===== src/rtl/rtc_alarm_pkg.sv =====
// Package: shared constants, register selects and the wildcard test for the
// alarm comparator. Assumes byte-wide time fields.
package rtc_alarm_pkg;

    localparam int ALM_BYTE_W = 8;
    localparam int ALM_FIELDS = 3;

    // Control and status bit positions
    localparam int CTRL_EN_BIT = 5;
    localparam int STAT_AF_BIT = 5;
    localparam int STAT_IRQ_BIT = 7;

    // Register select codes of the write port
    typedef enum logic [1:0] {
        SEL_SEC  = 2'd0,
        SEL_MIN  = 2'd1,
        SEL_HOUR = 2'd2,
        SEL_CTRL = 2'd3
    } alm_sel_e;

    // A field whose two top bits are both set is excluded from the compare
    function automatic logic is_wildcard(input logic [1:0] top_bits);
        return top_bits == 2'b11;
    endfunction

endpackage


===== src/rtl/rtc_alarm_regs.sv =====
// Module: holds the alarm bytes and the alarm enable bit.
// Assumes select codes 0..FIELDS-1 address alarm bytes, code FIELDS the
// control byte. Also gives the enable value that takes effect at this edge.
module rtc_alarm_regs #(
    parameter int BYTE_W = rtc_alarm_pkg::ALM_BYTE_W,
    parameter int FIELDS = rtc_alarm_pkg::ALM_FIELDS,
    parameter int EN_BIT = rtc_alarm_pkg::CTRL_EN_BIT,
    localparam int SEL_W = $clog2(FIELDS + 1),
    localparam int FLAT_W = FIELDS * BYTE_W
) (
    input  logic              clk,
    input  logic              rst_n,
    input  logic              wr_en,
    input  logic [SEL_W-1:0]  wr_sel,
    input  logic [BYTE_W-1:0] wr_data,
    output logic [FLAT_W-1:0] alarm_flat,
    output logic              en_q,
    output logic              en_next
);

    localparam logic [SEL_W-1:0] CTRL_SEL = SEL_W'(FIELDS);

    genvar gi;
    generate
        for (gi = 0; gi < FIELDS; gi++) begin : g_byte
            localparam logic [SEL_W-1:0] MY_SEL = SEL_W'(gi);
            logic [BYTE_W-1:0] byte_q;

            // Load this alarm byte when the write port addresses it
            always_ff @(posedge clk) begin
                if (!rst_n) begin
                    byte_q <= '0;
                end else if (wr_en && (wr_sel == MY_SEL)) begin
                    byte_q <= wr_data;
                end
            end

            assign alarm_flat[gi*BYTE_W +: BYTE_W] = byte_q;
        end
    endgenerate

    // Enable value after this edge's write, if any
    always_comb begin
        en_next = en_q;
        if (wr_en && (wr_sel == CTRL_SEL)) begin
            en_next = wr_data[EN_BIT];
        end
    end

    // Hold the alarm enable bit
    always_ff @(posedge clk) begin
        if (!rst_n) begin
            en_q <= 1'b0;
        end else begin
            en_q <= en_next;
        end
    end

endmodule


===== src/rtl/rtc_alarm_match.sv =====
// Module: compares each time field with its alarm byte. A field coded as a
// wildcard always counts as matching. Purely combinational; the caller
// qualifies the result with the update strobe.
module rtc_alarm_match #(
    parameter int BYTE_W = rtc_alarm_pkg::ALM_BYTE_W,
    parameter int FIELDS = rtc_alarm_pkg::ALM_FIELDS,
    localparam int FLAT_W = FIELDS * BYTE_W
) (
    input  logic [FLAT_W-1:0] alarm_flat,
    input  logic [FLAT_W-1:0] now_flat,
    output logic              hit
);

    logic [FIELDS-1:0] field_ok;

    genvar gi;
    generate
        for (gi = 0; gi < FIELDS; gi++) begin : g_cmp
            logic [BYTE_W-1:0] alm_b;
            logic [BYTE_W-1:0] now_b;
            logic              wild;

            assign alm_b = alarm_flat[gi*BYTE_W +: BYTE_W];
            assign now_b = now_flat[gi*BYTE_W +: BYTE_W];

            // Decide wildcard status and per-field equality
            always_comb begin
                wild         = rtc_alarm_pkg::is_wildcard(alm_b[BYTE_W-1 -: 2]);
                field_ok[gi] = wild || (alm_b == now_b);
            end
        end
    endgenerate

    // All fields must agree
    assign hit = &field_ok;

endmodule


===== src/rtl/rtc_alarm_flag.sv =====
// Module: sticky alarm flag with clear-on-read, plus the registered
// interrupt request. A new set takes priority over a clear on the same edge.
// Assumes en_next is the enable value that holds after this edge.
module rtc_alarm_flag (
    input  logic clk,
    input  logic rst_n,
    input  logic upd_done,
    input  logic hit,
    input  logic rd_clr,
    input  logic en_next,
    output logic af_q,
    output logic irq_q
);

    logic set_evt;
    logic af_next;

    // Next flag value: set wins over clear
    always_comb begin
        set_evt = upd_done && hit;
        if (set_evt) begin
            af_next = 1'b1;
        end else if (rd_clr) begin
            af_next = 1'b0;
        end else begin
            af_next = af_q;
        end
    end

    // Register the flag and a glitch-free interrupt request
    always_ff @(posedge clk) begin
        if (!rst_n) begin
            af_q  <= 1'b0;
            irq_q <= 1'b0;
        end else begin
            af_q  <= af_next;
            irq_q <= af_next && en_next;
        end
    end

endmodule


===== src/rtl/rtc_alarm_cmp.sv =====
// Module: top of the alarm comparator. Ties the register bank, the
// field comparator and the flag logic together and forms the status byte.
// Assumes upd_done is a one-cycle strobe issued after the time bytes settle.
module rtc_alarm_cmp #(
    parameter int BYTE_W = rtc_alarm_pkg::ALM_BYTE_W,
    localparam int FIELDS = rtc_alarm_pkg::ALM_FIELDS,
    localparam int SEL_W = $clog2(FIELDS + 1),
    localparam int FLAT_W = FIELDS * BYTE_W
) (
    input  logic              clk,
    input  logic              rst_n,
    input  logic              wr_en,
    input  logic [SEL_W-1:0]  wr_sel,
    input  logic [BYTE_W-1:0] wr_data,
    input  logic [BYTE_W-1:0] sec_now,
    input  logic [BYTE_W-1:0] min_now,
    input  logic [BYTE_W-1:0] hour_now,
    input  logic              upd_done,
    input  logic              stat_rd,
    output logic [BYTE_W-1:0] stat_q,
    output logic              irq_n
);

    logic [FLAT_W-1:0] alarm_flat;
    logic [FLAT_W-1:0] now_flat;
    logic              en_q;
    logic              en_next;
    logic              hit;
    logic              af_q;
    logic              irq_q;

    // Field order: seconds lowest, hours highest
    assign now_flat = {hour_now, min_now, sec_now};

    rtc_alarm_regs #(
        .BYTE_W (BYTE_W),
        .FIELDS (FIELDS),
        .EN_BIT (rtc_alarm_pkg::CTRL_EN_BIT)
    ) u_regs (
        .clk        (clk),
        .rst_n      (rst_n),
        .wr_en      (wr_en),
        .wr_sel     (wr_sel),
        .wr_data    (wr_data),
        .alarm_flat (alarm_flat),
        .en_q       (en_q),
        .en_next    (en_next)
    );

    rtc_alarm_match #(
        .BYTE_W (BYTE_W),
        .FIELDS (FIELDS)
    ) u_match (
        .alarm_flat (alarm_flat),
        .now_flat   (now_flat),
        .hit        (hit)
    );

    rtc_alarm_flag u_flag (
        .clk      (clk),
        .rst_n    (rst_n),
        .upd_done (upd_done),
        .hit      (hit),
        .rd_clr   (stat_rd),
        .en_next  (en_next),
        .af_q     (af_q),
        .irq_q    (irq_q)
    );

    // Assemble the status byte from the flag and enable state
    always_comb begin
        stat_q = '0;
        stat_q[rtc_alarm_pkg::STAT_AF_BIT]  = af_q;
        stat_q[rtc_alarm_pkg::STAT_IRQ_BIT] = af_q && en_q;
    end

    assign irq_n = !irq_q;

endmodule


===== config.mk =====
export PLATFORM = sky130hd
export DESIGN_NAME = rtc_alarm_cmp
export DESIGN_NICKNAME = d
export VERILOG_FILES = /design/src/rtl/rtc_alarm_pkg.sv /design/src/rtl/rtc_alarm_regs.sv /design/src/rtl/rtc_alarm_match.sv /design/src/rtl/rtc_alarm_flag.sv /design/src/rtl/rtc_alarm_cmp.sv
export SDC_FILE = /design/constraint.sdc
export NUM_CORES = 1
export LEC_CHECK = 0
export BUFFER_PORTS_ARGS = -buffer_cell sky130_fd_sc_hd__buf_2
export CORE_MARGIN = 10
export CORE_UTILIZATION = 40
export CTS_CLUSTER_DIAMETER = 100
export DETAILED_ROUTE_END_ITERATION = 8
export GPL_ROUTABILITY_DRIVEN = 0
export GPL_TIMING_DRIVEN = 0
export HOLD_SLACK_MARGIN = 0.06
export MAX_ROUTING_LAYER = met4
export PLACE_DENSITY = 0.72
export SYNTH_ARGS = -nofsm -noshare
export SYNTH_HDL_FRONTEND = slang
export SYNTH_SLANG_ARGS = --single-unit
export TNS_END_PERCENT = 50

===== constraint.sdc =====
create_clock -name clk -period 1.5 [get_ports clk]
set_clock_uncertainty 0.2 [all_clocks]
set_input_delay 0.075 -clock clk [delete_from_list [all_inputs] [get_ports clk]]
set_output_delay 0.075 -clock clk [all_outputs]
set_load 0.02 [all_outputs]

After elaboration in Yosys (flattened, before gate mapping):

Index checks and enable logic that the tools add are counted.

* output and inout port bits: 9
* bits in registers: 27
* input port bits: 39

* reduce and logical (&&, ||, !) cells: 13
* equality and inequality tests: 9
* muxes and demuxes: 3

Operators with widths (count)
* $eq 8x8->1: 3
* $eq 2x2->1 const B: 5
* $logic_and 1x1->1: 7
* $logic_or 1x1->1: 3
* $mux 1: 3
* $reduce_and 3->1: 1
* $eq 2x1->1 const B: 1
* $logic_not 2->1: 1
* $logic_not 1->1: 1

Longest topological paths before layout:

* depth after elaboration: 6
* depth in mapped cells: 5
* depth with buffers taken out: 5

Cells and area by module:

From an unflattened synthesis, not the netlist that was laid out.

* cells, all modules: 146
* area total of the unflattened synthesis: 1380.1 µm²

By module, submodules not included
* rtc_alarm_regs: times used 1, area each 952.2 µm², cells an instance 95, seq. area each 500.5 µm²
* rtc_alarm_match: times used 1, area each 280.3 µm², cells an instance 34, seq. area each 0.0 µm²
* rtc_alarm_flag: times used 1, area each 81.3 µm², cells an instance 7, seq. area each 40.0 µm²
* rtc_alarm_cmp: times used 1, area each 66.3 µm², cells an instance 10, seq. area each 0.0 µm²

Worst setup path before layout:

No wires, ideal clock.

* path type: reg2reg
* start point: register u_regs.g_byte[2].byte_q[7]
* end point: register u_flag.af_q
* setup time: 66 ps
* arrival: 901 ps
* data required time: 1234 ps
* cell stages (with the launch flop): 6
* path buffers: 0
* slack: 334 ps
* cell sequence: dfxtp_1 -> xnor2_1 -> nand4_1 -> o21ai_1 -> a41oi_1 -> nor2b_1

* longest elaborated chain between the ends: 5
* elaborated cells on any way between the ends: 6

RTL lines
* start: declaration: line rtc_alarm_regs.sv:27 `logic [BYTE_W-1:0] byte_q;`
* start signal: assignment: line rtc_alarm_regs.sv:34 `byte_q <= wr_data;`
* $eq 8x8->1 or $eq 2x2->1 (tied branches): line rtc_alarm_match.sv:29, rtc_alarm_pkg.sv:23
* $logic_or 1x1->1 (*): line rtc_alarm_match.sv:29 `field_ok[gi] = wild || (alm_b == now_b);`
* $reduce_and 3->1 (*): line rtc_alarm_match.sv:35 `assign hit = &field_ok;`
* $logic_and 1x1->1 (*): line rtc_alarm_flag.sv:20 `set_evt = upd_done && hit;`
* $mux 1 (*): line rtc_alarm_flag.sv:21 `if (set_evt) begin`
* end signal: assignment: line rtc_alarm_flag.sv:36 `af_q <= af_next;`
* end: declaration: line rtc_alarm_flag.sv:11 `output logic af_q,`

Every way passes the cells marked *; elsewhere a longest branch is shown, timed or not.
A chain may end at the register's enable or synchronous reset.

Worst setup path after layout:

* start point: register u_regs.g_byte[2].byte_q[3]
* end point: register u_flag.af_q

* longest elaborated chain between the ends: 5

RTL lines (line)
* $eq 8x8->1: rtc_alarm_match.sv:29
* $logic_or 1x1->1: rtc_alarm_match.sv:29
* $reduce_and 3->1: rtc_alarm_match.sv:35
* $logic_and 1x1->1: rtc_alarm_flag.sv:20
* $mux 1: rtc_alarm_flag.sv:21

No other way between the ends.

==> results.env <==
CLK_PIN_SLEW_WORST_PATHS_NS=0.14
DPL_WORST_SLACK_NS=0.154
GLOBAL_ROUTE_WIRE_LENGTH_BEFORE_REPAIR_UM=5290
TIMING.FINAL.CRIT_PERIOD_NS=1.37
CRITICAL_PATH_REQUIRED_NS=1.57
STARTING_UTILIZATION_OF_THE_CORE_AREA=0.413
FINAL_NET_COUNT=240
HOLD_VIOL=0
TRITONCTS='done'
CTS-ROOT-BUF='clkbuf_4'
DRV.MAX_CAP_VIOLATION_COUNT=0
DRT-VIAS-PER-INSTANCE=4.41
SYNTHESIS.INSTANCES=136
IO_BUFFER_COUNT=41
CRIT_PATH_START_KIND='flop'
PEAK_SUPPLY_DROP_V=0.000560
GR-TOTAL-OVERFLOW=0
PATH_CLASS='flop to flop'
SYNTH_CELL_TYPES=16
POWER.LEAKAGE_uW=0.000794
VIA_COUNT_OF_THE_FIRST_GLOBAL_ROUTING_PASS=1198
DIE_WIDTH_UM=78.7
SETUP_WS_NS=0.131
NETLIST_AREA_UM2=1380
CRIT_CHAIN='xnor2_1 > nand4_1 > o21ai_1 > a41oi_1 > nor2b_1'
ANTENNADIODECOUNT=0
P_CLK_FRAC=0.236
CTSHTREEMAXLEVEL=1
CPLARGESTDELAYFAMILY='flip-flops'
SEQ_POWER_SHARE=0.571
RSZ0062_AT_GRT='no'
CLK_LATENCY_NS=0.32
FLOORPLAN.ROWS=21
POST_SYNTH.CELL_AREA_AVG_UM2=10.1
CP_NUM_CELLS=5
SHARE_COMB_OF_TOTAL_POWER=0.193
CRITICAL_PATH.N_BUFFERS_INVERTERS=0
OUTCOME='complete, no violations'
TRITONCTS.NUM_BUFFERS=3
DIE_SPAN_IN_Y_UM=78.7
VIAS=1085
GRT.TOTAL_USAGE=0.106
DRT_PRE_ANTENNA_ITERS=4
PATH_MAX_FANOUT=2
NETLIST.AREA_LEADER.SHARE=0.392
DIE-AREA_UM2=6190
REPORT.FINAL.SETUP_VIOL=0
SWITCHING_FRACTION_OF_TOTAL_POWER=0.249
POWER_REPORT.INTERNAL_TOTAL_uW=996
DETAILEDROUTE.FIRSTITERATIONVIOLATIONS=22
FMAXACHIEVABLE_MHz=731
WORST-ENDPOINT-ARRIVAL_NS=1.44
PERIOD_SHARE=0.912
ENDPOINT_KIND='flop'
GRT_ANTENNA_BEFORE_REPAIR=0
YOSYS.AREA.TOP_TYPE='dfxtp_1'
YS_TOP_CELLS_BY_AREA='dfxtp_1, mux2i_1, xnor2_1, nor2b_1, buf_4'
SYNTHTOLAYOUTAREAGROWTH_PCT=32.5
ROUTED_WL_UM=3270
MAX_SLEW_VIOLATION_COUNT=0
WORST_PATH_MAX_DELAY_CELL='dfxtp_1'
IO_PINS=48
SYNTHESIS.YOSYS.WARNINGS=0
DRC=0
POWER-PER-CELL-AREA_nW_PER_UM2=727
CLOCK_TREE.BUFFER_DEPTH=2
ROUTED_WIRE_LENGTH_PER_INSTANCE_UM=13.3
DRIVE_ABOVE_1_SHARE=0.275
FLOORPLAN.CORE_AREA_UM2=3340
TIMING.HOLD.WORST.CLASS='input port to flop'
HPWLAFTERDP_UM=2650
FINAL_ANTENNA_NET_COUNT=0
SYNTH_SEQ_AREA_SHARE=0.392
WORSTHOLDPATHCELLS=6
TOTAL_SWITCHING_POWER_uW=331
SYNTH_SEQ_CELLS=27
GRT_START_MAX_NET_PINS=15
POST_CTS_RESIZE_COUNT=0
CPPEAKSTAGEDELAY_NS=0.38
R2R_WORST_PATH_DEPTH=5
CTS.SINK_COUNT=27
FINALSETUPTNS_NS=0
## synth_stat cells
master,number
conb_1,1
nand4_1,6
nand3b_1,2
nand3_1,1
a41oi_1,1
buf_4,10
clkbuf_1,2
and2_1,1
nand2_1,3
mux2i_1,25
o21ai_1,3
nor3b_2,1
nor2b_1,28
dfxtp_1,27
inv_1,1
xnor2_1,24
## state kept, by name, summed over array words and instances (netlist names)
name and cells:
u_flag.irq_q 1, u_regs.en_q 1, u_regs.g_byte.byte_q 24, u_flag.af_q 1
## power by group through the flow
stage	Sequential [uW]	Clock, uW	Combinational [uW]
2_1_floorplan	769	0	144
3_3_place_gp	771	0	222
3_5_place_dp	773	0	228
4_1_cts	757	324	257
5_1_grt	760	349	281
6_report	757	313	256
## tightest hold or removal path, stage by stage
cell	delay, ns
buf_2	0.09
xnor2_1	0.06
nand4_1	0.07
o21ai_1	0.07
a41oi_1	0.23
nor2b_1	0.06
## final timing paths
check / slack [ns] / from / endpoint
hold / removal: 0.16 / min_now[6] / u_flag.irq_q$_SDFF_PN0_
hold reg to reg: 0.35 / u_regs.g_byte[0].byte_q[4]$_SDFFE_PN0P_ / u_regs.g_byte[0].byte_q[4]$_SDFFE_PN0P_
setup / recovery: 0.13 / u_regs.g_byte[2].byte_q[3]$_SDFFE_PN0P_ / u_flag.af_q$_SDFF_PN0_
setup reg to reg: 0.13 / u_regs.g_byte[2].byte_q[3]$_SDFFE_PN0P_ / u_flag.af_q$_SDFF_PN0_
## placed cells by master (no fill, tap or decap), types with 2 or more instances in the layout
master          n
buf_2          41
nor2b_1        28
dfxtp_1        27
mux2i_1        25
xnor2_1        24
dlygate4sd3_1  14
buf_4          10
nand4_1         6
conb_1          6
clkbuf_1        3
nand2_1         3
o21ai_1         3
clkbuf_4        3
nand3b_1        2
## per-layer routing
layer,global-route usage,vias to the layer above,part of all wire
met5,-,-,0
met4,0.0215,0,0.0080
met3,0.0353,4,0.062
met2,0.197,30,0.53
met1,0.105,482,0.40
li1,-,569,-
## area by class of cell
class                      instances  area, um2
fill                             324       1510
multi-input combinational        101        769
sequential                        27        541
timing repair buffer              55        345
buffer                            12       82.6
tap                               46       57.6
clock buffer                       4       26.3
inverter                           1       3.75
## stage by stage
stage               std cells  power, uW  cell area (um2)   util  hold WS [ns]
floorplan                 141        913             1400      -       0.00317
global placement          228        993             1660  0.497         0.175
detailed placement        228       1000             1660  0.497         0.186
CTS                       246       1340             1830  0.547         0.160
global route              246       1390             1830  0.547         0.187
finish                    246       1330             1830  0.547         0.161
## logic make-up after synthesis
| kind of cell | after synthesis | synth area share |
|---|---|---|
| AOI/OAI and AO/OA | 4 | 0.0173 |
| xor gates and xnor gates | 24 | 0.153 |
| buffers and inverters | 13 | 0.0627 |
| DFF | 27 | 0.392 |
| muxes | 25 | 0.182 |
| other | 1 | 0.00272 |
| and+or+nand+nor | 42 | 0.191 |
## timing repair
item / in CTS / in global routing
hold buffers: 14 / 0
hold endpoints to repair: 27 / 0
buffers inserted: 0 / 0
Note: power is estimated with default switching activity, not from simulation.
